==> src/rtl/spi_pm_pkg.sv <==
`timescale 1ns/1ps
// Shared definitions for the prescaled SPI master: register addresses,
// control bit positions, configuration layout and the slot-length rule.
package spi_pm_pkg;
    localparam int SPR_W  = 4;
    localparam int SPPR_W = 3;
    localparam int DIV_W  = SPR_W + (1 << SPPR_W) - 1;
    localparam int BITS   = 8;
    localparam int BIT_W  = $clog2(BITS);

    typedef enum logic [2:0] {
        A_CTRL  = 3'd0,
        A_CFG   = 3'd1,
        A_TIM   = 3'd2,
        A_CAUSE = 3'd3,
        A_MASK  = 3'd4,
        A_TXD   = 3'd5,
        A_RXD   = 3'd6
    } reg_addr_e;

    localparam int CTRL_SEL  = 0;
    localparam int CTRL_EN   = 1;
    localparam int CTRL_BUSY = 2;
    localparam int CTRL_IDX  = 4;

    localparam logic [1:0] TIM_NORMAL = 2'd1;
    localparam logic [1:0] TIM_LATE   = 2'd2;

    typedef struct packed {
        logic [1:0]        xlen;
        logic              rx_lsb;
        logic              tx_lsb;
        logic              cpha;
        logic              cpol;
        logic [1:0]        sppr_hi;
        logic              rsvd;
        logic              sppr_lo;
        logic [SPR_W-1:0]  spr;
    } cfg_t;

    localparam int CFG_W = $bits(cfg_t);

    // Slot length in core cycles: rate times two to the pre-selection, at least 2.
    function automatic logic [DIV_W-1:0] slot_len(input cfg_t c);
        logic [SPR_W-1:0]  rate;
        logic [SPPR_W-1:0] pre;
        logic [DIV_W-1:0]  d;
        rate = (c.spr == '0) ? SPR_W'(1) : c.spr;
        pre  = {c.sppr_hi, c.sppr_lo};
        d    = DIV_W'(rate) << pre;
        if (d < DIV_W'(2)) d = DIV_W'(2);
        return d;
    endfunction
endpackage

==> src/rtl/spi_pm_regs.sv <==
`timescale 1ns/1ps
// Register file of the SPI master: holds control, configuration, timing,
// cause and mask, decodes transfer starts and select lines, muxes reads.
// Assumes single-cycle writes; reads are combinational from the address.
module spi_pm_regs
    import spi_pm_pkg::*;
#(
    parameter int NUM_CS   = 4,
    parameter int BUS_W    = 32,
    parameter int CS_IDX_W = 2
) (
    input  logic              clk,
    input  logic              rst_n,
    input  logic              bus_wr,
    input  logic [2:0]        bus_addr,
    input  logic [BUS_W-1:0]  bus_wdata,
    output logic [BUS_W-1:0]  bus_rdata,
    input  logic              busy,
    input  logic              done,
    input  logic [BITS-1:0]   rx_byte,
    output cfg_t              cfg,
    output logic              sample_late,
    output logic              start,
    output logic [BITS-1:0]   tx_byte,
    output logic [NUM_CS-1:0] cs_n,
    output logic              irq
);
    logic                sel_q;
    logic                en_q;
    logic [CS_IDX_W-1:0] idx_q;
    cfg_t                cfg_q;
    logic [1:0]          tim_q;
    logic                cause_q;
    logic                mask_q;
    logic                wr_ctrl, wr_cfg, wr_tim, wr_cause, wr_mask, wr_txd;
    logic                unused_hi;

    assign wr_ctrl  = bus_wr && (bus_addr == A_CTRL);
    assign wr_cfg   = bus_wr && (bus_addr == A_CFG);
    assign wr_tim   = bus_wr && (bus_addr == A_TIM);
    assign wr_cause = bus_wr && (bus_addr == A_CAUSE);
    assign wr_mask  = bus_wr && (bus_addr == A_MASK);
    assign wr_txd   = bus_wr && (bus_addr == A_TXD);
    assign unused_hi = &{1'b0, bus_wdata[BUS_W-1:CFG_W]};

    // Control fields: select enable, transfer enable, select index.
    always_ff @(posedge clk) begin
        if (!rst_n) begin
            sel_q <= 1'b0;
            en_q  <= 1'b0;
            idx_q <= '0;
        end else if (wr_ctrl) begin
            sel_q <= bus_wdata[CTRL_SEL];
            en_q  <= bus_wdata[CTRL_EN];
            idx_q <= bus_wdata[CTRL_IDX +: CS_IDX_W];
        end
    end

    // Configuration, timing and mask storage.
    always_ff @(posedge clk) begin
        if (!rst_n) begin
            cfg_q  <= '0;
            tim_q  <= TIM_NORMAL;
            mask_q <= 1'b0;
        end else begin
            if (wr_cfg)  cfg_q  <= cfg_t'(bus_wdata[CFG_W-1:0]);
            if (wr_tim)  tim_q  <= bus_wdata[1:0];
            if (wr_mask) mask_q <= bus_wdata[0];
        end
    end

    // Ready cause: set on completion, cleared by writing a zero.
    always_ff @(posedge clk) begin
        if (!rst_n)                          cause_q <= 1'b0;
        else if (done)                       cause_q <= 1'b1;
        else if (wr_cause && !bus_wdata[0])  cause_q <= 1'b0;
    end

    assign cfg         = cfg_q;
    assign sample_late = (tim_q == TIM_LATE);
    assign start       = wr_txd && en_q && !busy;
    assign tx_byte     = bus_wdata[BITS-1:0];
    assign irq         = cause_q & mask_q;

    // One select decoder per output line.
    for (genvar g = 0; g < NUM_CS; g++) begin : g_sel
        assign cs_n[g] = !(sel_q && (idx_q == CS_IDX_W'(g)));
    end

    // Read mux by address.
    always_comb begin
        bus_rdata = '0;
        case (bus_addr)
            A_CTRL: begin
                bus_rdata[CTRL_SEL]  = sel_q;
                bus_rdata[CTRL_EN]   = en_q;
                bus_rdata[CTRL_BUSY] = busy;
                bus_rdata[CTRL_IDX +: CS_IDX_W] = idx_q;
            end
            A_CFG:   bus_rdata[CFG_W-1:0] = cfg_q;
            A_TIM:   bus_rdata[1:0]       = tim_q;
            A_CAUSE: bus_rdata[0]         = cause_q;
            A_MASK:  bus_rdata[0]         = mask_q;
            A_RXD:   bus_rdata[BITS-1:0]  = rx_byte;
            default: bus_rdata = '0;
        endcase
    end

    a_r8_done_sets_cause: assert property (@(posedge clk) disable iff (!rst_n)
        done |=> cause_q);
    a_r9_cause_clear: assert property (@(posedge clk) disable iff (!rst_n)
        (wr_cause && !bus_wdata[0] && !done) |=> !cause_q);
    a_r2_one_select: assert property (@(posedge clk) disable iff (!rst_n)
        $onehot0(~cs_n));
endmodule

==> src/rtl/spi_pm_clkgen.sv <==
`timescale 1ns/1ps
// Slot timer: counts core cycles within each bit slot, drives the serial
// clock level and issues the sample and slot-end strobes.
// Assumes configuration is not changed while a transfer is in progress.
module spi_pm_clkgen
    import spi_pm_pkg::*;
(
    input  logic clk,
    input  logic rst_n,
    input  logic busy,
    input  cfg_t cfg,
    input  logic sample_late,
    output logic slot_end,
    output logic sample_now,
    output logic sck
);
    logic [DIV_W-1:0] cnt_q;
    logic [DIV_W-1:0] div;
    logic [DIV_W-1:0] half;
    logic [DIV_W-1:0] spt;
    logic             first_half;
    logic             active;
    logic             unused_cfg;

    assign unused_cfg = &{1'b0, cfg.xlen, cfg.rx_lsb, cfg.tx_lsb, cfg.rsvd};
    assign div  = slot_len(cfg);
    assign half = div >> 1;
    assign spt  = (sample_late && ((half + DIV_W'(1)) < div)) ? half + DIV_W'(1) : half;

    assign slot_end   = busy && (cnt_q >= div - DIV_W'(1));
    assign sample_now = busy && (cnt_q == spt);
    assign first_half = cnt_q < half;
    assign active     = busy && (first_half == cfg.cpha);
    assign sck        = cfg.cpol ^ active;

    // Cycle counter within the current slot; parked at zero when idle.
    always_ff @(posedge clk) begin
        if (!rst_n || !busy || slot_end) cnt_q <= '0;
        else                             cnt_q <= cnt_q + DIV_W'(1);
    end

    a_r3_wrap_after_end: assert property (@(posedge clk) disable iff (!rst_n)
        slot_end |=> (cnt_q == '0));
endmodule

==> src/rtl/spi_pm_shifter.sv <==
`timescale 1ns/1ps
// Byte shifter: tracks the busy window and bit count, shifts the transmit
// byte at slot ends and assembles the received byte at sample strobes.
module spi_pm_shifter
    import spi_pm_pkg::*;
(
    input  logic            clk,
    input  logic            rst_n,
    input  logic            start,
    input  logic [BITS-1:0] tx_byte,
    input  logic            slot_end,
    input  logic            sample_now,
    input  logic            miso,
    input  logic            tx_lsb,
    input  logic            rx_lsb,
    output logic            busy,
    output logic            done,
    output logic            mosi,
    output logic [BITS-1:0] rx_byte
);
    logic             busy_q;
    logic [BIT_W-1:0] bit_q;
    logic [BITS-1:0]  tx_q;
    logic [BITS-1:0]  rx_q;

    assign done    = busy_q && slot_end && (bit_q == BIT_W'(BITS - 1));
    assign busy    = busy_q;
    assign mosi    = busy_q & (tx_lsb ? tx_q[0] : tx_q[BITS-1]);
    assign rx_byte = rx_q;

    // Busy window and bit counter.
    always_ff @(posedge clk) begin
        if (!rst_n) begin
            busy_q <= 1'b0;
            bit_q  <= '0;
        end else if (start) begin
            busy_q <= 1'b1;
            bit_q  <= '0;
        end else if (busy_q && slot_end) begin
            bit_q  <= bit_q + BIT_W'(1);
            if (done) busy_q <= 1'b0;
        end
    end

    // Transmit shift register: load on start, advance at each slot end.
    always_ff @(posedge clk) begin
        if (!rst_n)                 tx_q <= '0;
        else if (start)             tx_q <= tx_byte;
        else if (busy_q && slot_end) tx_q <= tx_lsb ? (tx_q >> 1) : (tx_q << 1);
    end

    // Receive shift register: one input bit per sample strobe.
    always_ff @(posedge clk) begin
        if (!rst_n)                    rx_q <= '0;
        else if (busy_q && sample_now) rx_q <= rx_lsb ? {miso, rx_q[BITS-1:1]}
                                                      : {rx_q[BITS-2:0], miso};
    end

    a_r4_rise_from_start: assert property (@(posedge clk) disable iff (!rst_n)
        $rose(busy_q) |-> $past(start));
    a_r4_eight_bits: assert property (@(posedge clk) disable iff (!rst_n)
        $fell(busy_q) |-> ($past(bit_q) == BIT_W'(BITS - 1)));
    a_r11_no_start_busy: assert property (@(posedge clk) disable iff (!rst_n)
        busy_q |-> !start);
endmodule

==> src/rtl/spi_prescaled_master.sv <==
`timescale 1ns/1ps
// Top of the byte-exchange SPI master. Connects the register file, slot
// timer and shifter. Assumes a synchronous active-low reset and that the
// slave input is already synchronous to the core clock.
module spi_prescaled_master
    import spi_pm_pkg::*;
#(
    parameter int NUM_CS = 4,
    parameter int BUS_W  = 32
) (
    input  logic              clk,
    input  logic              rst_n,
    input  logic              bus_wr,
    input  logic [2:0]        bus_addr,
    input  logic [BUS_W-1:0]  bus_wdata,
    output logic [BUS_W-1:0]  bus_rdata,
    output logic              spi_sck,
    output logic              spi_mosi,
    input  logic              spi_miso,
    output logic [NUM_CS-1:0] spi_cs_n,
    output logic              irq
);
    localparam int CS_IDX_W = (NUM_CS > 1) ? $clog2(NUM_CS) : 1;

    cfg_t            cfg;
    logic            sample_late;
    logic            start;
    logic [BITS-1:0] tx_byte;
    logic [BITS-1:0] rx_byte;
    logic            busy;
    logic            done;
    logic            slot_end;
    logic            sample_now;

    spi_pm_regs #(
        .NUM_CS   (NUM_CS),
        .BUS_W    (BUS_W),
        .CS_IDX_W (CS_IDX_W)
    ) u_regs (
        .clk         (clk),
        .rst_n       (rst_n),
        .bus_wr      (bus_wr),
        .bus_addr    (bus_addr),
        .bus_wdata   (bus_wdata),
        .bus_rdata   (bus_rdata),
        .busy        (busy),
        .done        (done),
        .rx_byte     (rx_byte),
        .cfg         (cfg),
        .sample_late (sample_late),
        .start       (start),
        .tx_byte     (tx_byte),
        .cs_n        (spi_cs_n),
        .irq         (irq)
    );

    spi_pm_clkgen u_clkgen (
        .clk         (clk),
        .rst_n       (rst_n),
        .busy        (busy),
        .cfg         (cfg),
        .sample_late (sample_late),
        .slot_end    (slot_end),
        .sample_now  (sample_now),
        .sck         (spi_sck)
    );

    spi_pm_shifter u_shifter (
        .clk        (clk),
        .rst_n      (rst_n),
        .start      (start),
        .tx_byte    (tx_byte),
        .slot_end   (slot_end),
        .sample_now (sample_now),
        .miso       (spi_miso),
        .tx_lsb     (cfg.tx_lsb),
        .rx_lsb     (cfg.rx_lsb),
        .busy       (busy),
        .done       (done),
        .mosi       (spi_mosi),
        .rx_byte    (rx_byte)
    );
endmodule

==> config.mk <==
export PLATFORM = sky130hd
export DESIGN_NAME = spi_prescaled_master
export DESIGN_NICKNAME = d
export VERILOG_FILES = /design/src/rtl/spi_pm_pkg.sv /design/src/rtl/spi_pm_regs.sv /design/src/rtl/spi_pm_clkgen.sv /design/src/rtl/spi_pm_shifter.sv /design/src/rtl/spi_prescaled_master.sv
export SDC_FILE = /design/constraint.sdc
export NUM_CORES = 1
export LEC_CHECK = 0
export BUFFER_PORTS_ARGS = -buffer_cell sky130_fd_sc_hd__clkbuf_2
export CAP_MARGIN = 10
export CORE_MARGIN = 5
export CORE_UTILIZATION = 35
export CTS_BUF_LIST = sky130_fd_sc_hd__clkbuf_16
export DETAILED_ROUTE_END_ITERATION = 6
export HOLD_SLACK_MARGIN = 0.06
export PLACE_DENSITY_LB_ADDON = 0.05
export SLEW_MARGIN = 20
export SYNTH_ARGS = -nofsm -noshare
export SYNTH_HDL_FRONTEND = slang
export SYNTH_SLANG_ARGS = --single-unit
==> constraint.sdc <==
create_clock -name clk -period 5.5 [get_ports clk]
set_clock_uncertainty 0.2 [all_clocks]
set_input_delay 0.275 -clock clk [delete_from_list [all_inputs] [get_ports clk]]
set_output_delay 0.275 -clock clk [all_outputs]
set_load 0.005 [all_outputs]
======== Yosys cells after proc, flatten, opt, wreduce, memory -nomap -nowiden ========
Index checks and enable logic that the tools add are counted.
Widths: inputs -> output; s select.
storage, ports and cells
  register bits after elaboration ......... 53
  input bits .............................. 39
  output and inout port bits .............. 39
  logic and storage cells ................. 103
cells by class
  add/subtract/negate cells ............... 4
  magnitude comparators ................... 4
  eq/ne operators ......................... 13
  shift operators ......................... 1
  mux-type cells .......................... 20
  bitwise gates (word level) .............. 4
  reduce and logical (&&, ||, !) cells .... 37
operators with widths
  operator               count
  $mux 8                 4
  $mux 11                2
  $logic_and 1x1->1      20
  $eq 3x3->1 const B     4
  $add 10x1->11 const B  1
  $add 11x1->11 const B  1
  $eq 11x11->1           1
  $ge 11x11->1           1
  $lt 11x10->1           1
  $lt 11x11->1           1
  $lt 11x2->1 const B    1
  $shl 4x3->11           1
  $sub 11x1->11 const B  1
  $logic_not 1->1        7
  $eq 2x2->1 const B     3
  $eq 3x2->1 const B     2
  $mux 1                 6
  $mux 6                 1
  $pmux 1 s6             1
  $pmux 2 s3             1
  $reduce_bool 2->1      3
  $logic_not 4->1        1
  $mux 4                 1
  $pmux 1 s4             1
  other kinds (15)       17

======== Logic depth before layout (Yosys ltp) ========
  depth in word-level cells ............... 13
  mapped depth ............................ 22
  mapped depth without buffers ............ 19

======== Modules after synthesis ========
From an unflattened synthesis, not the netlist that was laid out.
second synthesis, totals
  cells, all modules ...................... 536
  area, all modules ....................... 4665.7 um2
by module, submodules not included
  module          instances  cells each  area each (um2)  sequential area each (um2)
  spi_pm_clkgen   1          263         2214.6           220.2
  spi_pm_regs     1          160         1400.1           440.4
  spi_pm_shifter  1          113         1051.0           400.4

======== Least setup slack after synthesis ========
No wires, ideal clock.
  kind .................................... flip-flop to flip-flop
  start point ............................. reg u_regs.cfg_q (netlist bit u_regs.cfg[6])
  end point ............................... reg u_shifter.rx_q[0] (netlist: u_shifter.rx_byte[0])
  setup time .............................. 143 ps
  arrival time ............................ 4801 ps
  required time ........................... 5157 ps
  slack ................................... 356 ps
  stages on the path, launching flop included .. 22
  path buffers ............................ 2
  period minus slack after synthesis ...... 5144 ps
  path through ............................ dfxtp_1 mux2_2 a22oi_2 o221ai_2 o31a_4 inv_2 ha_1 and3_1 clkbuf_1 nand3_1 nand2_1 ha_1 a21oi_1 o211ai_1 or3_1 a211oi_2 xnor2_1 or4_4 a311oi_4 and3_1 buf_6 a211oi_2
between the ends
  longest elaborated chain between the ends .. 10
ends and longest elaborated chain
  item                    RTL line              source
  from (decl)             spi_pm_regs.sv:31     cfg_t cfg_q;
  from (signal assigned)  spi_pm_regs.sv:66     if (wr_cfg) cfg_q <= cfg_t'(bus_wdata[CFG_W-1:0]);
  $shl 4x3->11 (*)        spi_pm_pkg.sv:50      d = DIV_W'(rate) << pre;
  $lt 11x2->1             spi_pm_pkg.sv:51      if (d < DIV_W'(2)) d = DIV_W'(2);
  $mux 11 (*)             spi_pm_pkg.sv:51
  $add 10x1->11           spi_pm_clkgen.sv:28   assign spt = (sample_late && ((half + DIV_W'(1)) < div)) ? half + DIV_W'(1) : half;
  $lt 11x11->1            spi_pm_clkgen.sv:28
  $logic_and 1x1->1       spi_pm_clkgen.sv:28
  $mux 11 (*)             spi_pm_clkgen.sv:28
  $eq 11x11->1 (*)        spi_pm_clkgen.sv:31   assign sample_now = busy && (cnt_q == spt);
  $logic_and 1x1->1 (*)   spi_pm_clkgen.sv:31
  $logic_and 1x1->1 (*)   spi_pm_shifter.sv:55  else if (busy_q && sample_now) rx_q <= rx_lsb ? {miso, rx_q[BITS-1:1]}
  to (signal assigned)    spi_pm_shifter.sv:55
  to (decl)               spi_pm_shifter.sv:24  logic [BITS-1:0] rx_q;
Mark *: on every way between the ends. The rest lies on a longest branch, timed or not.
A chain may end at the register's enable or synchronous reset.

======== Final worst setup path ========
  start point ............................. reg u_regs.cfg_q (netlist bit u_regs.cfg[3])
  end point ............................... reg u_shifter.rx_q[0] (netlist: u_shifter.rx_byte[0])
between the ends
  longest elaborated chain between the ends .. 12
ends and longest elaborated chain
  item                   RTL line              source
  $logic_not 4->1        spi_pm_pkg.sv:48      rate = (c.spr == '0) ? SPR_W'(1) : c.spr;
  $mux 4 (*)             spi_pm_pkg.sv:48
  $shl 4x3->11 (*)       spi_pm_pkg.sv:50
  $lt 11x2->1            spi_pm_pkg.sv:51
  $mux 11 (*)            spi_pm_pkg.sv:51
  $add 10x1->11          spi_pm_clkgen.sv:28
  $lt 11x11->1           spi_pm_clkgen.sv:28
  $logic_and 1x1->1      spi_pm_clkgen.sv:28
  $mux 11 (*)            spi_pm_clkgen.sv:28
  $eq 11x11->1 (*)       spi_pm_clkgen.sv:31
  $logic_and 1x1->1 (*)  spi_pm_clkgen.sv:31
  $logic_and 1x1->1 (*)  spi_pm_shifter.sv:55
Marks and branches as above.

==> results.py <==
metrics = {
    "critical_path": {
        "worst_path_max_delay_cell": "sky130_fd_sc_hd__or4b_4",
        "worst-endpoint-arrival_ns": 5.20,
        "path_max_fanout": 8,
        "crit_required_ns": 5.46,
        "crit_type": "reg2reg",
        "critPathCaptureType": "flop",
        "crit_path_buf_inv_count": 2,
        "timing.critical_path.from_type": "flop",
        "cp_top_family": "simple AND/OR/NAND/NOR gates",
        "list_of_cells_traversed_by_the_critical_path": "or4b_4 -> and3_4 -> o221ai_2 -> o31a_4 -> inv_2 -> ha_1 -> and3_1 -> nand3_1 -> nand2_1 -> ha_1 -> a21oi_1 -> o211ai_1 -> or3_1 -> a211oi_2 -> xnor2_1 -> or4_4 -> a311oi_4 -> and3_4 -> buf_12 -> a211oi_2",
        "cp_slowest_stage_delay_ns": 0.56,
    },
    "floorplanning": {
        "fp.dieArea_um2": 15400,
        "initial_utilization": 0.3595,
        "die_h_um": 124.1,
        "fp.dieW_um": 124.1,
        "boundaryPins": 78,
        "design.core.area_um2": 12670,
        "num_rows": 41,
    },
    "cts": {
        "worst_skew_pair_latency_ns": 0.29,
        "clock_tree.buffer_depth": 2,
        "cts_tree": "built",
        "numClockSinks": 53,
        "cts.reportedPaths.clkPinSlew_ns": 0.08,
        "tritoncts.num_buffers": 5,
        "ctsRootBufferMaster": "sky130_fd_sc_hd__clkbuf_16",
        "cts-htree-levels": 2,
    },
    "route": {
        "route.detailed.vias_per_inst": 5.231,
        "wirelength_mm": 12.64,
        "drtIter0Drc": 200,
        "antenna_violating_nets_left": 0,
        "wl_per_cell_um": 16.13,
        "drt_drc_violations_left": 0,
        "via_count": 4101,
        "drt_pass1_iterations": 4,
    },
    "place": {
        "globalplace.congestion": 0.8310,
        "post_dp_cell_area_um2": 4946,
        "io_buffers": 41,
        "place_inst": 766,
        "dpl.hpwl_mm": 9.951,
    },
    "synthesis": {
        "synth_largest_area_cell": "sky130_fd_sc_hd__dfxtp_1",
        "synthTopCellsByArea": "sky130_fd_sc_hd__dfxtp_1, sky130_fd_sc_hd__ha_1, sky130_fd_sc_hd__nand2_1, sky130_fd_sc_hd__mux2i_1, sky130_fd_sc_hd__xnor2_1",
        "synth-async-reset-ratio": 0,
        "synth_flop_type": "sky130_fd_sc_hd__dfxtp_1",
        "synth_top_area_share": 0.2329,
        "syn_inst": 561,
        "yosys_warnings": 0,
        "syn-cell-area_um2": 4556,
        "synth-seq-area-share": 0.2329,
        "yosysUniqueCellTypes": 71,
        "synth_area_per_cell_um2": 8.121,
        "leading_cell_type_by_number_of_instances_after_synthesis": "sky130_fd_sc_hd__nand2_1",
        "synth_commonest_cells": "sky130_fd_sc_hd__nand2_1, sky130_fd_sc_hd__dfxtp_1, sky130_fd_sc_hd__nor2_1, sky130_fd_sc_hd__ha_1, sky130_fd_sc_hd__a21oi_1",
        "synth.ff_latch_count": 53,
        "synth-edff-count": 0,
    },
    "timing": {
        "post-route-period-util": 0.9520,
        "fin_tns_setup_ns": 0,
        "max_freq_mhz": 191.0,
        "timing_hold_violations_final": 0,
        "whs_ns": 0.05610,
        "maxSlewViolCount": 0,
        "finalCriticalPeriod_ns": 5.236,
        "worst_pin_slew_ns": 0.8148,
        "timing.slew.headroom": 0.4427,
        "setup_viol": 0,
    },
    "layout": {
        "final-instance-count-excl-fill": 784,
        "antenna_cells": 0,
        "syn2layout_area_growth_pct": 14.39,
        "finalInstanceArea_um2": 5211,
        "design.final.nets": 687,
        "layout-drive-gt1-share": 0.1961,
    },
    "global_routing": {
        "grt_pass1_vias": 3988,
        "overall_global_routing_resource_usage": 0.1697,
        "grt_first_pass_wirelength_mm": 20.73,
        "initial_antenna_violation_count": 0,
        "global_route.overflow_total": 0,
        "maximum_number_of_pins_on_one_net_before_global_route_repair": 31,
    },
    "power_and_ir_drop": {
        "leakagePower_uw": 0.002036,
        "report.power.total_uw": 882.0,
        "power_density_nw_per_um2": 169.2,
        "maximum_ir_drop_on_the_vdd_rail_mv": 0.1270,
    },
    "outcome": {
        "outcome": "completed",
    },
    "run": {
        "timing.max_cap.violations": 0,
    },
    "worst_hold_path": {
        "hold_path.class": "in2reg",
    },
}
## report_power, final
group,switching [uW],total (uW),leakage [uW],internal (uW)
Clock,147,315,0.0000672,167
Combinational,103,175,0.00154,71.8
Sequential,5.68,393,0.000429,387
## logic make-up after synthesis
kind of cell / count (synthesis) / share of synthesized area
buf+inv: 68 / 0.07855
flops: 53 / 0.2329
compound gates: 129 / 0.2054
mux: 38 / 0.08789
other cells: 1 / 0.0008232
fa+ha+maj: 37 / 0.1016
simple gates: 203 / 0.2313
xor+xnor: 32 / 0.06152
## through the flow
| step | utilization | setup WS (ns) |
|---|---|---|
| floorplan | - | 0.3561 |
| global placement | 0.3903 | 0.3015 |
| detailed placement | 0.3903 | 0.1860 |
| CTS | 0.4088 | 0.1524 |
| global route | 0.4113 | -0.01218 |
| finish | 0.4113 | 0.2641 |
## placed cells by master (no fill, tap or decap), drive strengths merged, types with 5 or more instances in the layout
master       synthesis  routed
buf                 28      25
xnor2               24      24
a21o                 5       5
inv                 18      19
a31oi               12      12
a211oi              13      13
nor2b                6       6
dlygate4sd3          0       9
nand2b              11      11
nor3                 9       9
and3                15      15
nand4               10      10
nor2                38      38
dfxtp               53      53
nand2               67      67
a22oi                5       5
mux2i               25      25
conb                 1      19
clkbuf              22      46
nand3               19      19
o21ai               18      18
xor2                 8       8
ha                  37      37
a21oi               34      34
o22ai                9       9
mux2                13      13
## final timing paths
| kind | startpoint | to | slack, ns | cells after the start |
|---|---|---|---|---|
| worst min-delay path | bus_wdata[5] | u_regs.cfg[5] | 0.06 | 3 |
| worst max-delay path | u_regs.cfg[3] | u_shifter.rx_byte[0] | 0.26 | 20 |
| worst max register to register | u_regs.cfg[3] | u_shifter.rx_byte[0] | 0.26 | 20 |
| worst min register to register | u_regs.cfg[12] | u_regs.cfg[12] | 0.26 | 2 |
## cell type report
type                            count  area, um^2
Tap cell                          172       215.2
Clock buffer                        5       125.1
Fill cell                        1347        7460
Sequential cell                    53        1065
Inverter                           18       67.56
Clock inverter                      3       18.77
Multi-Input combinational cell    458        3221
Timing Repair Buffer               75       499.2
## worst register-to-register path: stages (launching register included)
cell and delay (ns):
sky130_fd_sc_hd__dfxtp_2 0.38, sky130_fd_sc_hd__or4b_4 0.56, sky130_fd_sc_hd__and3_4 0.20, sky130_fd_sc_hd__o221ai_2 0.24, sky130_fd_sc_hd__o31a_4 0.20, sky130_fd_sc_hd__inv_2 0.06, sky130_fd_sc_hd__ha_1 0.21, sky130_fd_sc_hd__and3_1 0.18
sky130_fd_sc_hd__nand3_1 0.08, sky130_fd_sc_hd__nand2_1 0.06, sky130_fd_sc_hd__ha_1 0.33, sky130_fd_sc_hd__a21oi_1 0.18, sky130_fd_sc_hd__o211ai_1 0.14, sky130_fd_sc_hd__or3_1 0.41, sky130_fd_sc_hd__a211oi_2 0.23, sky130_fd_sc_hd__xnor2_1 0.10
sky130_fd_sc_hd__or4_4 0.55, sky130_fd_sc_hd__a311oi_4 0.36, sky130_fd_sc_hd__and3_4 0.26, sky130_fd_sc_hd__buf_12 0.13, sky130_fd_sc_hd__a211oi_2 0.06
## metal layers
layer | vias up | global-route usage | routed length (um)
met5 | - | 0 | 0
met4 | 0 | 0.03149 | 77
met3 | 5 | 0.02225 | 370
met2 | 67 | 0.2912 | 6110
met1 | 1950 | 0.2296 | 6085
li1 | 2079 | - | -
## registers in the layout, summed over array words and instances, names as in the netlist
name and count:
u_regs.cfg 14, u_clkgen.cnt_q 11, u_shifter.rx_byte 8, u_shifter.tx_q 8, u_shifter.bit_q 3, u_regs.idx_q 2, u_regs.tim_q 2, u_regs.cause_q 1
u_regs.en_q 1, u_regs.mask_q 1, u_regs.sel_q 1, u_shifter.busy 1
## what timing repair did
action                     CTS  global route
setup endpoints to repair    0             8
hold buffers                 9             0
buffers inserted             0             1
hold endpoints to repair     9             0
gates resized for setup      0             7
(Power assumes the default switching activity.)
